==> config.mk <==
export PLATFORM = sky130hd
export DESIGN_NAME = framed_pattern_detector
export DESIGN_NICKNAME = d
export VERILOG_FILES = /design/src/rtl/fpd_pkg.sv /design/src/rtl/fpd_datapath.sv /design/src/rtl/fpd_ctrl.sv /design/src/rtl/framed_pattern_detector.sv
export SDC_FILE = /design/constraint.sdc
export NUM_CORES = 1
export LEC_CHECK = 0
export BUFFER_PORTS_ARGS = -buffer_cell sky130_fd_sc_hd__buf_2
export CORE_AREA = 4 4 41 43
export CTS_CLUSTER_DIAMETER = 40
export DETAILED_ROUTE_END_ITERATION = 7
export DIE_AREA = 0 0 45 47
export SKIP_CTS_REPAIR_TIMING = 1
export SYNTH_ARGS = -nofsm -noshare
export SYNTH_HDL_FRONTEND = slang
export SYNTH_SLANG_ARGS = --single-unit
==> constraint.sdc <==
create_clock -name clk -period 4.1 [get_ports clk]
set_input_delay 0.205 -clock clk [delete_from_list [all_inputs] [get_ports clk]]
set_output_delay 0.205 -clock clk [all_outputs]
set_load 0.05 [all_outputs]
==> src/rtl/fpd_pkg.sv <==
package fpd_pkg;

  // Strobes from the recognizer control to the progress register
  typedef struct packed {
    logic clrProg;  // return to idle; dominates the load
    logic ldProg;   // load a new progress value
  } progStrobe_t;

  // Length of the longest prefix of the pattern that ends the received
  // string after inBit arrives, given curLen bits already matched.
  // The pattern is held MSB = oldest bit. With properOnly set, a full
  // match is not accepted, which gives the state kept after a hit.
  function automatic int unsigned fpd_next_len(
    input int unsigned curLen,
    input logic        inBit,
    input int unsigned pattern,
    input int unsigned patLen,
    input bit          properOnly
  );
    int unsigned cand;
    int unsigned best;
    cand = ((pattern >> (patLen - curLen)) << 1) | {31'd0, inBit};
    best = 0;
    for (int unsigned j = 1; j <= 16; j++) begin
      if ((j <= curLen + 1) && (j <= patLen) && !(properOnly && (j == patLen))) begin
        if ((cand & ((32'd1 << j) - 32'd1)) == (pattern >> (patLen - j))) begin
          best = j;
        end
      end
    end
    return best;
  endfunction

endpackage

==> src/rtl/fpd_datapath.sv <==
module fpd_datapath
  import fpd_pkg::*;
#(
  parameter int BLOCK_LEN = 256,
  parameter int PAT_LEN   = 4,
  localparam int POS_W    = $clog2(BLOCK_LEN),
  localparam int PROG_W   = $clog2(PAT_LEN)
) (
  input  logic              clk,
  input  logic              rst,
  input  progStrobe_t       strobes,
  input  logic [PROG_W-1:0] ldVal,
  output logic              blockEnd,
  output logic [PROG_W-1:0] progress,
  output logic [POS_W-1:0]  posCnt
);

  localparam logic [POS_W-1:0] LAST_POS = POS_W'(BLOCK_LEN - 1);
  localparam bit POW2 = ((BLOCK_LEN & (BLOCK_LEN - 1)) == 0);

  assign blockEnd = (posCnt == LAST_POS);

  // Position counter: natural wrap for power-of-two frames, compare otherwise
  generate
    if (POW2) begin : g_wrapNatural
      always_ff @(posedge clk) begin
        if (rst) posCnt <= '0;
        else     posCnt <= posCnt + POS_W'(1);
      end
    end else begin : g_wrapCompare
      always_ff @(posedge clk) begin
        if (rst)           posCnt <= '0;
        else if (blockEnd) posCnt <= '0;
        else               posCnt <= posCnt + POS_W'(1);
      end
    end
  endgenerate

  // Progress register: a small counter whose synchronous clear dominates
  always_ff @(posedge clk) begin
    if (rst)                  progress <= '0;
    else if (strobes.clrProg) progress <= '0;
    else if (strobes.ldProg)  progress <= ldVal;
  end

  AST_POS_STEP: assert property (@(posedge clk) disable iff (rst)
    (posCnt != LAST_POS) |=> (posCnt == $past(posCnt) + POS_W'(1)));
  AST_POS_WRAP: assert property (@(posedge clk) disable iff (rst)
    (posCnt == LAST_POS) |=> (posCnt == '0));
  AST_RESET_STATE: assert property (@(posedge clk)
    rst |=> ((posCnt == '0) && (progress == '0)));

endmodule

==> src/rtl/fpd_ctrl.sv <==
module fpd_ctrl
  import fpd_pkg::*;
#(
  parameter int          PAT_LEN = 4,
  parameter int unsigned PATTERN = 32'hD,
  localparam int         PROG_W  = $clog2(PAT_LEN)
) (
  input  logic              clk,
  input  logic              rst,
  input  logic              serIn,
  input  logic              blockEnd,
  input  logic [PROG_W-1:0] progress,
  output progStrobe_t       strobes,
  output logic [PROG_W-1:0] ldVal,
  output logic              matchHit
);

  // Partial match kept after a full hit (overlap support)
  localparam int unsigned FALLBACK =
    fpd_next_len(PAT_LEN - 1, PATTERN[0], PATTERN, PAT_LEN, 1'b1);

  int unsigned lenFull;
  int unsigned lenKeep;

  always_comb begin
    lenFull  = fpd_next_len(32'(progress), serIn, PATTERN, PAT_LEN, 1'b0);
    lenKeep  = fpd_next_len(32'(progress), serIn, PATTERN, PAT_LEN, 1'b1);
    matchHit = (lenFull == 32'(PAT_LEN));
    ldVal    = PROG_W'(lenKeep);
    strobes.clrProg = blockEnd;
    strobes.ldProg  = (ldVal != progress);
  end

  AST_HIT_STATE: assert property (@(posedge clk) disable iff (rst)
    matchHit |-> (progress == PROG_W'(PAT_LEN - 1)));
  AST_FRAME_CLEAR: assert property (@(posedge clk) disable iff (rst)
    blockEnd |=> (progress == '0));
  AST_OVERLAP_KEEP: assert property (@(posedge clk) disable iff (rst)
    (matchHit && !blockEnd) |=> (progress == PROG_W'(FALLBACK)));
  AST_PROG_RANGE: assert property (@(posedge clk) disable iff (rst)
    (32'(progress) < 32'(PAT_LEN)));

  generate
    if (FALLBACK < PAT_LEN - 1) begin : g_noBackToBack
      AST_SINGLE_PULSE: assert property (@(posedge clk) disable iff (rst)
        matchHit |=> !matchHit);
    end
  endgenerate

endmodule

==> src/rtl/framed_pattern_detector.sv <==
module framed_pattern_detector
  import fpd_pkg::*;
#(
  parameter int          BLOCK_LEN = 256,
  parameter int          PAT_LEN   = 4,
  parameter int unsigned PATTERN   = 32'hD,
  localparam int         POS_W     = $clog2(BLOCK_LEN),
  localparam int         PROG_W    = $clog2(PAT_LEN)
) (
  input  logic             clk,
  input  logic             rst,
  input  logic             serIn,
  output logic             matchPulse,
  output logic [POS_W-1:0] bitPos
);

  progStrobe_t       strobes;
  logic [PROG_W-1:0] ldVal;
  logic [PROG_W-1:0] progress;
  logic              blockEnd;

  fpd_ctrl #(
    .PAT_LEN (PAT_LEN),
    .PATTERN (PATTERN)
  ) u_ctrl (
    .clk      (clk),
    .rst      (rst),
    .serIn    (serIn),
    .blockEnd (blockEnd),
    .progress (progress),
    .strobes  (strobes),
    .ldVal    (ldVal),
    .matchHit (matchPulse)
  );

  fpd_datapath #(
    .BLOCK_LEN (BLOCK_LEN),
    .PAT_LEN   (PAT_LEN)
  ) u_dp (
    .clk      (clk),
    .rst      (rst),
    .strobes  (strobes),
    .ldVal    (ldVal),
    .blockEnd (blockEnd),
    .progress (progress),
    .posCnt   (bitPos)
  );

endmodule

==> impl_metrics.py, run 1 <==
metrics = {
    "timing": {
        "finalSetupViolations": 0,
        "rsz0062_at_grt": "no",
        "finalCriticalPeriod_ns": 1.60,
        "holdWs_ns": 0.230,
        "fin_tns_setup_ns": 0,
        "skew_ns": 0.00180,
        "finalCritPeriodShare": 0.390,
        "worstMarginPinSlew_ns": 0.251,
        "max_slew_margin": 0.834,
        "finalMaxSlewViolations": 0,
        "final-hold-violation-count": 0,
        "fmax_ghz": 0.625,
    },
    "job": {
        "maxCapViolCount": 0,
    },
    "synthesis": {
        "synth_async_sr_flop_share": 0,
        "syn_avg_cell_area_um2": 9.27,
        "yosysTopAreaCell": "dfxtp_1",
        "synth_most_common_cell": "dfxtp_1",
        "synthesis.area_um2": 500,
        "yosysTopAreaCellShare": 0.400,
        "synthTopCellsByArea": "dfxtp_1 (40%), ha_1 (13%), mux2_4 (6.0%), nor2_1 (6.0%), nand3_1 (5.0%)",
        "synth_edf_count": 0,
        "synthFlopType": "dfxtp_1",
        "syn_nets": 62,
        "synth_commonest_cells": "dfxtp_1 (10), nor2_1 (8), ha_1 (5), nand3_1 (5), nor2b_1 (3)",
        "synth_warnings": 0,
        "yosysUniqueCellTypes": 21,
        "synth-seq-area-share": 0.400,
        "netlist_instances": 54,
        "ys_ff_latch": 10,
    },
    "placement": {
        "gp_congestion": 0.595,
        "portBuffers": 11,
        "post-dp-hpwl_um": 695,
    },
    "cts": {
        "clk_pin_slew_ns": 0.06,
        "cts_buffers": 3,
        "clkLatencyLatePin_ns": 0.26,
        "tritoncts": "yes",
        "clock-sinks": 10,
        "root_buffer": "clkbuf_4",
        "cts_buffer_depth": 2,
        "htree_levels": 1,
    },
    "global_route": {
        "grt-ovfl-total": 0,
        "antenna_found_initial": 0,
        "grt_pass1_wl_um": 1630,
        "grt_usage": 0.109,
        "grt_max_degree": 12,
        "grt_pass1_vias": 391,
    },
    "worst_setup_path": {
        "critPathKind": "flop to output pin",
        "crit_required_ns": 3.89,
        "path_cells": "inv_1 > ha_1 > nor2_1 > buf_2",
        "crit_start": "u_dp.progress[0]",
        "cpMaxStageDelayCell": "dfxtp_1",
        "cp_max_fo": 4,
        "cp_num_buf_inv": 2,
        "max_stage_delay_ns": 0.37,
        "crit_family": "flip-flops",
        "worstPathArrival_ns": 1.40,
        "crit_path_start_kind": "flop",
        "rr_startpoint": "u_dp.progress[0]",
        "r2r_slack_ns": 2.72,
        "critPathCaptureType": "output pin",
    },
    "cells_and_area": {
        "drive_gt1_frac": 0.294,
        "fillers": 147,
        "nets": 77,
        "diodes": 0,
        "area_growth_pct": 21.2,
        "fin_util": 0.466,
    },
    "floorplanning": {
        "start_util": 0.385,
        "die_x_um": 45,
        "row_count": 13,
        "coreArea_um2": 1300,
        "die_h_um": 47,
        "io_pins": 12,
        "die_area_um2": 2120,
    },
    "route": {
        "ant_nets": 0,
        "firstDrtPassIters": 2,
        "vias": 404,
        "drt_iter0_drc": 4,
        "vias_per_cell": 4.87,
        "finalWirelength_um": 939,
        "drc": 0,
        "routedWlPerCell_um": 11.3,
    },
    "power_and_ir_drop": {
        "power_density_nw_per_um2": 354,
        "ir_worst_vdd_mv": 0.324,
        "p_leak_uw": 0.000277,
    },
    "hold_path": {
        "hold_path.startpoint": "rst",
        "hp-class": "primary input to flop",
    },
    "outcome": {
        "status": "finished, final reports clean",
    },
}
==> cell families after synthesis <==
logic type	synth area share
flops	0.400
buf+inv	0.0225
simple gates	0.292
fa+ha+maj	0.125
mux	0.0600
compound gates	0.0475
xor+xnor	0.0525
==> sequential cells by signal, summed over array words and instances (netlist names) <==
signal         flops
u_dp.posCnt        8
u_dp.progress      2
==> placed cells by master (no fill, tap or decap), drive strengths merged <==
cell type | Yosys | layout
a21oi | 2 | 2
a31o | 1 | 1
and3 | 2 | 2
buf | 0 | 11
clkbuf | 1 | 4
dfxtp | 10 | 10
ha | 5 | 5
inv | 2 | 2
mux2 | 2 | 2
nand2 | 1 | 1
nand2b | 1 | 1
nand3 | 6 | 6
nand4 | 2 | 2
nor2 | 8 | 8
nor2b | 3 | 3
nor3 | 2 | 2
o21ai | 1 | 1
or3 | 2 | 2
xnor2 | 1 | 1
xor2 | 2 | 2
==> power breakdown <==
group | total (uW) | internal (uW) | switching (uW) | leakage (uW)
sequential | 105 | 100 | 4.21 | 0.0000814
clock | 86.9 | 53.9 | 33.0 | 0.0000210
combinational | 23.5 | 7.28 | 16.2 | 0.000175
==> stage by stage <==
| stage | setup slack [ns] | cells | cell area, um^2 | power [uW] |
|---|---|---|---|---|
| floorplan | 2.51 | 54 | 500 | 124 |
| global placement | 2.77 | 79 | 571 | 130 |
| detailed placement | 2.74 | 79 | 571 | 130 |
| CTS | 2.49 | 83 | 607 | 218 |
| global route | 2.38 | 83 | 607 | 226 |
| finish | 2.50 | 83 | 607 | 215 |
==> metal layers <==
metal | up-vias | wire [um] | GRT usage
li1 | 213 | - | -
met1 | 181 | 433 | 0.122
met2 | 10 | 443 | 0.184
met3 | 0 | 63 | 0.0613
met4 | 0 | 0 | 0.0175
met5 | - | 0 | 0
==> worst register-to-register path: stages, from the launching register on <==
cell and delay, ns:
dfxtp_1 0.37, inv_1 0.10, ha_1 0.30, nand2b_1 0.08
or3_1 0.35, a21oi_1 0.12
==> path summary, 6_finish.rpt <==
kind                            cells past startpoint          endpoint
worst max register to register                      5  u_dp.progress[0]
worst min-delay path                                2    u_dp.posCnt[0]
worst min register to register                      1    u_dp.posCnt[0]
worst max-delay path                                4        matchPulse
==> cell type report <==
type | count | area (um^2) | share of cell area
multi-input combinational | 41 | 289 | 0.476
timing repair buffer | 11 | 55.1 | 0.0907
sequential | 10 | 200 | 0.330
tap | 15 | 18.8 | 0.0309
inverter | 2 | 7.51 | 0.0124
clock buffer | 4 | 36.3 | 0.0598
No activity file was read; power rests on OpenSTA's default activity.
==> run 2, diff against run 1 <==
==> constraint.sdc (replaced) <==
create_clock -name clk -period 1.63 [get_ports clk]
set_input_delay 0.0815 -clock clk [delete_from_list [all_inputs] [get_ports clk]]
set_output_delay 0.0815 -clock clk [all_outputs]
set_load 0.05 [all_outputs]
==> run 2 against run 1 <==
  * Via count grew 2.5%
  * Worst setup slack got worse by 2.4 ns
  * Critical path depth stayed put
  * Cell area did not move
  * Clock skew rose by 0.0037 ns
  * Sequential share of layout area is the same
  * Sequential power grew to 2.5 times the previous value
  * Critical path type unchanged
  * Critical endpoint unchanged
  * Largest power group unchanged
==> impl_metrics.py, run 2 (synthesis results as in run 1) <==
metrics = {
    "cts": {
        "tritoncts": "yes",
        "clk_pin_slew_ns": 0.07,
        "cts_buffers": 3,
        "htree_levels": 1,
        "clock-sinks": 10,
        "cts_buffer_depth": 2,
        "root_buffer": "clkbuf_4",
        "clkLatencyLatePin_ns": 0.27,
    },
    "outcome": {
        "status": "finished, final reports clean",
    },
    "timing": {
        "finalMaxSlewViolations": 0,
        "fin_tns_setup_ns": 0,
        "finalCriticalPeriod_ns": 1.48,
        "skew_ns": 0.00546,
        "worstMarginPinSlew_ns": 0.251,
        "final-hold-violation-count": 0,
        "worst_slack_ns": 0.149,
        "finalSetupViolations": 0,
        "rsz0062_at_grt": "no",
        "fmax_ghz": 0.675,
        "finalCritPeriodShare": 0.909,
        "max_slew_margin": 0.834,
    },
    "global_route": {
        "grt_pass1_vias": 420,
        "grt_max_degree": 12,
        "grt_pass1_wl_um": 1630,
        "grt_usage": 0.106,
        "grt-ovfl-total": 0,
        "antenna_found_initial": 0,
    },
    "route": {
        "firstDrtPassIters": 4,
        "vias_per_cell": 4.99,
        "vias": 414,
        "drt_iter0_drc": 8,
        "drc": 0,
        "finalWirelength_um": 879,
        "routedWlPerCell_um": 10.6,
        "ant_nets": 0,
    },
    "cells_and_area": {
        "largestRegisters": "u_dp.posCnt x8, u_dp.progress x2",
        "diodes": 0,
        "drive_gt1_frac": 0.294,
        "nets": 77,
        "fillers": 140,
        "final_cell_mix": "buf_2 (11), dfxtp_1 (10), nor2_1 (8)",
        "largest_register_ff_count": 8,
        "area_growth_pct": 21.2,
        "top_register": "u_dp.posCnt",
        "final_common_cell": "buf_2",
    },
    "power_and_ir_drop": {
        "swShare": 0.254,
        "p_sw_uw": 138,
        "clockPowerShare": 0.410,
        "ir_worst_vdd_mv": 0.461,
        "pwr-share-comb": 0.107,
        "power_density_nw_per_um2": 898,
        "p_leak_uw": 0.000277,
        "p_seq_frac": 0.483,
        "intPower_uw": 406,
    },
    "worst_setup_path": {
        "worstPathArrival_ns": 1.40,
        "crit_path_start_kind": "flop",
        "cp_max_fo": 4,
        "crit_required_ns": 1.55,
        "critPathKind": "flop to output pin",
        "critPathCaptureType": "output pin",
    },
    "placement": {
        "gp_congestion": 0.595,
        "post-dp-hpwl_um": 693,
        "post-place-ws_ns": 0.274,
        "portBuffers": 11,
    },
    "job": {
        "maxCapViolCount": 0,
    },
    "hold_path": {
        "hp-class": "primary input to flop",
    },
    "floorplanning": {
        "die_area_um2": 2120,
        "row_count": 13,
        "io_pins": 12,
        "coreArea_um2": 1300,
        "die_x_um": 45,
        "die_h_um": 47,
        "start_util": 0.385,
    },
}
run 2: cell counts in the layout (fill, tap and decap cells not counted):
No cell type changed its count.
run 2: per-stage QoR:
stage                     total power (uW)  hold slack [ns]   util  std cells  area [um^2]
after floorplan                        312            0.230      -         54          500
after CTS                              552           0.0918  0.466         83          607
after detailed placement               327            0.375  0.438         79          571
final                                  545            0.103  0.466         83          607
after global placement                 327            0.371  0.438         79          571
after global routing                   571            0.119  0.466         83          607
run 2: power groups by stage:
stage,registers (uW),clock network (uW),logic [uW]
after floorplan,289,0,23.4
after global placement,268,0,58.9
after detailed placement,269,0,58.9
after CTS,263,230,59.2
after global routing,265,241,65.5
final,263,223,58.5
run 2: layout make-up:
cell class / instances / area [um^2] / area share
well taps: 15 / 18.8 / 0.0309
clock buffers: 4 / 36.3 / 0.0598
flip-flops and latches: 10 / 200 / 0.330
repair buffers: 11 / 55.1 / 0.0907
multi-input cells: 41 / 289 / 0.476
inverters: 2 / 7.51 / 0.0124
run 2: critical path, cell delays in order, from the launching register on:
cell and delay [ns]:
dfxtp_1 0.37, inv_1 0.09, ha_1 0.31, nor2_1 0.10, buf_2 0.26
run 2: worst paths after layout:
| path | startpoint | end | slack, ns | depth (start not counted) |
|---|---|---|---|---|
| setup / recovery | u_dp.progress[0] | matchPulse | 0.15 | 4 |
| hold / removal | rst | u_dp.posCnt[0] | 0.10 | 2 |
| setup reg to reg | u_dp.progress[0] | u_dp.progress[0] | 0.25 | 5 |
| hold reg to reg | u_dp.posCnt[0] | u_dp.posCnt[0] | 0.49 | 1 |
run 2: layer usage:
metal / GRT usage / up-vias / wire [um]
li1: - / 213 / -
met1: 0.133 / 191 / 426
met2: 0.164 / 10 / 400
met3: 0.0230 / 0 / 51
met4: 0.0702 / 0 / 0
met5: 0 / - / 0
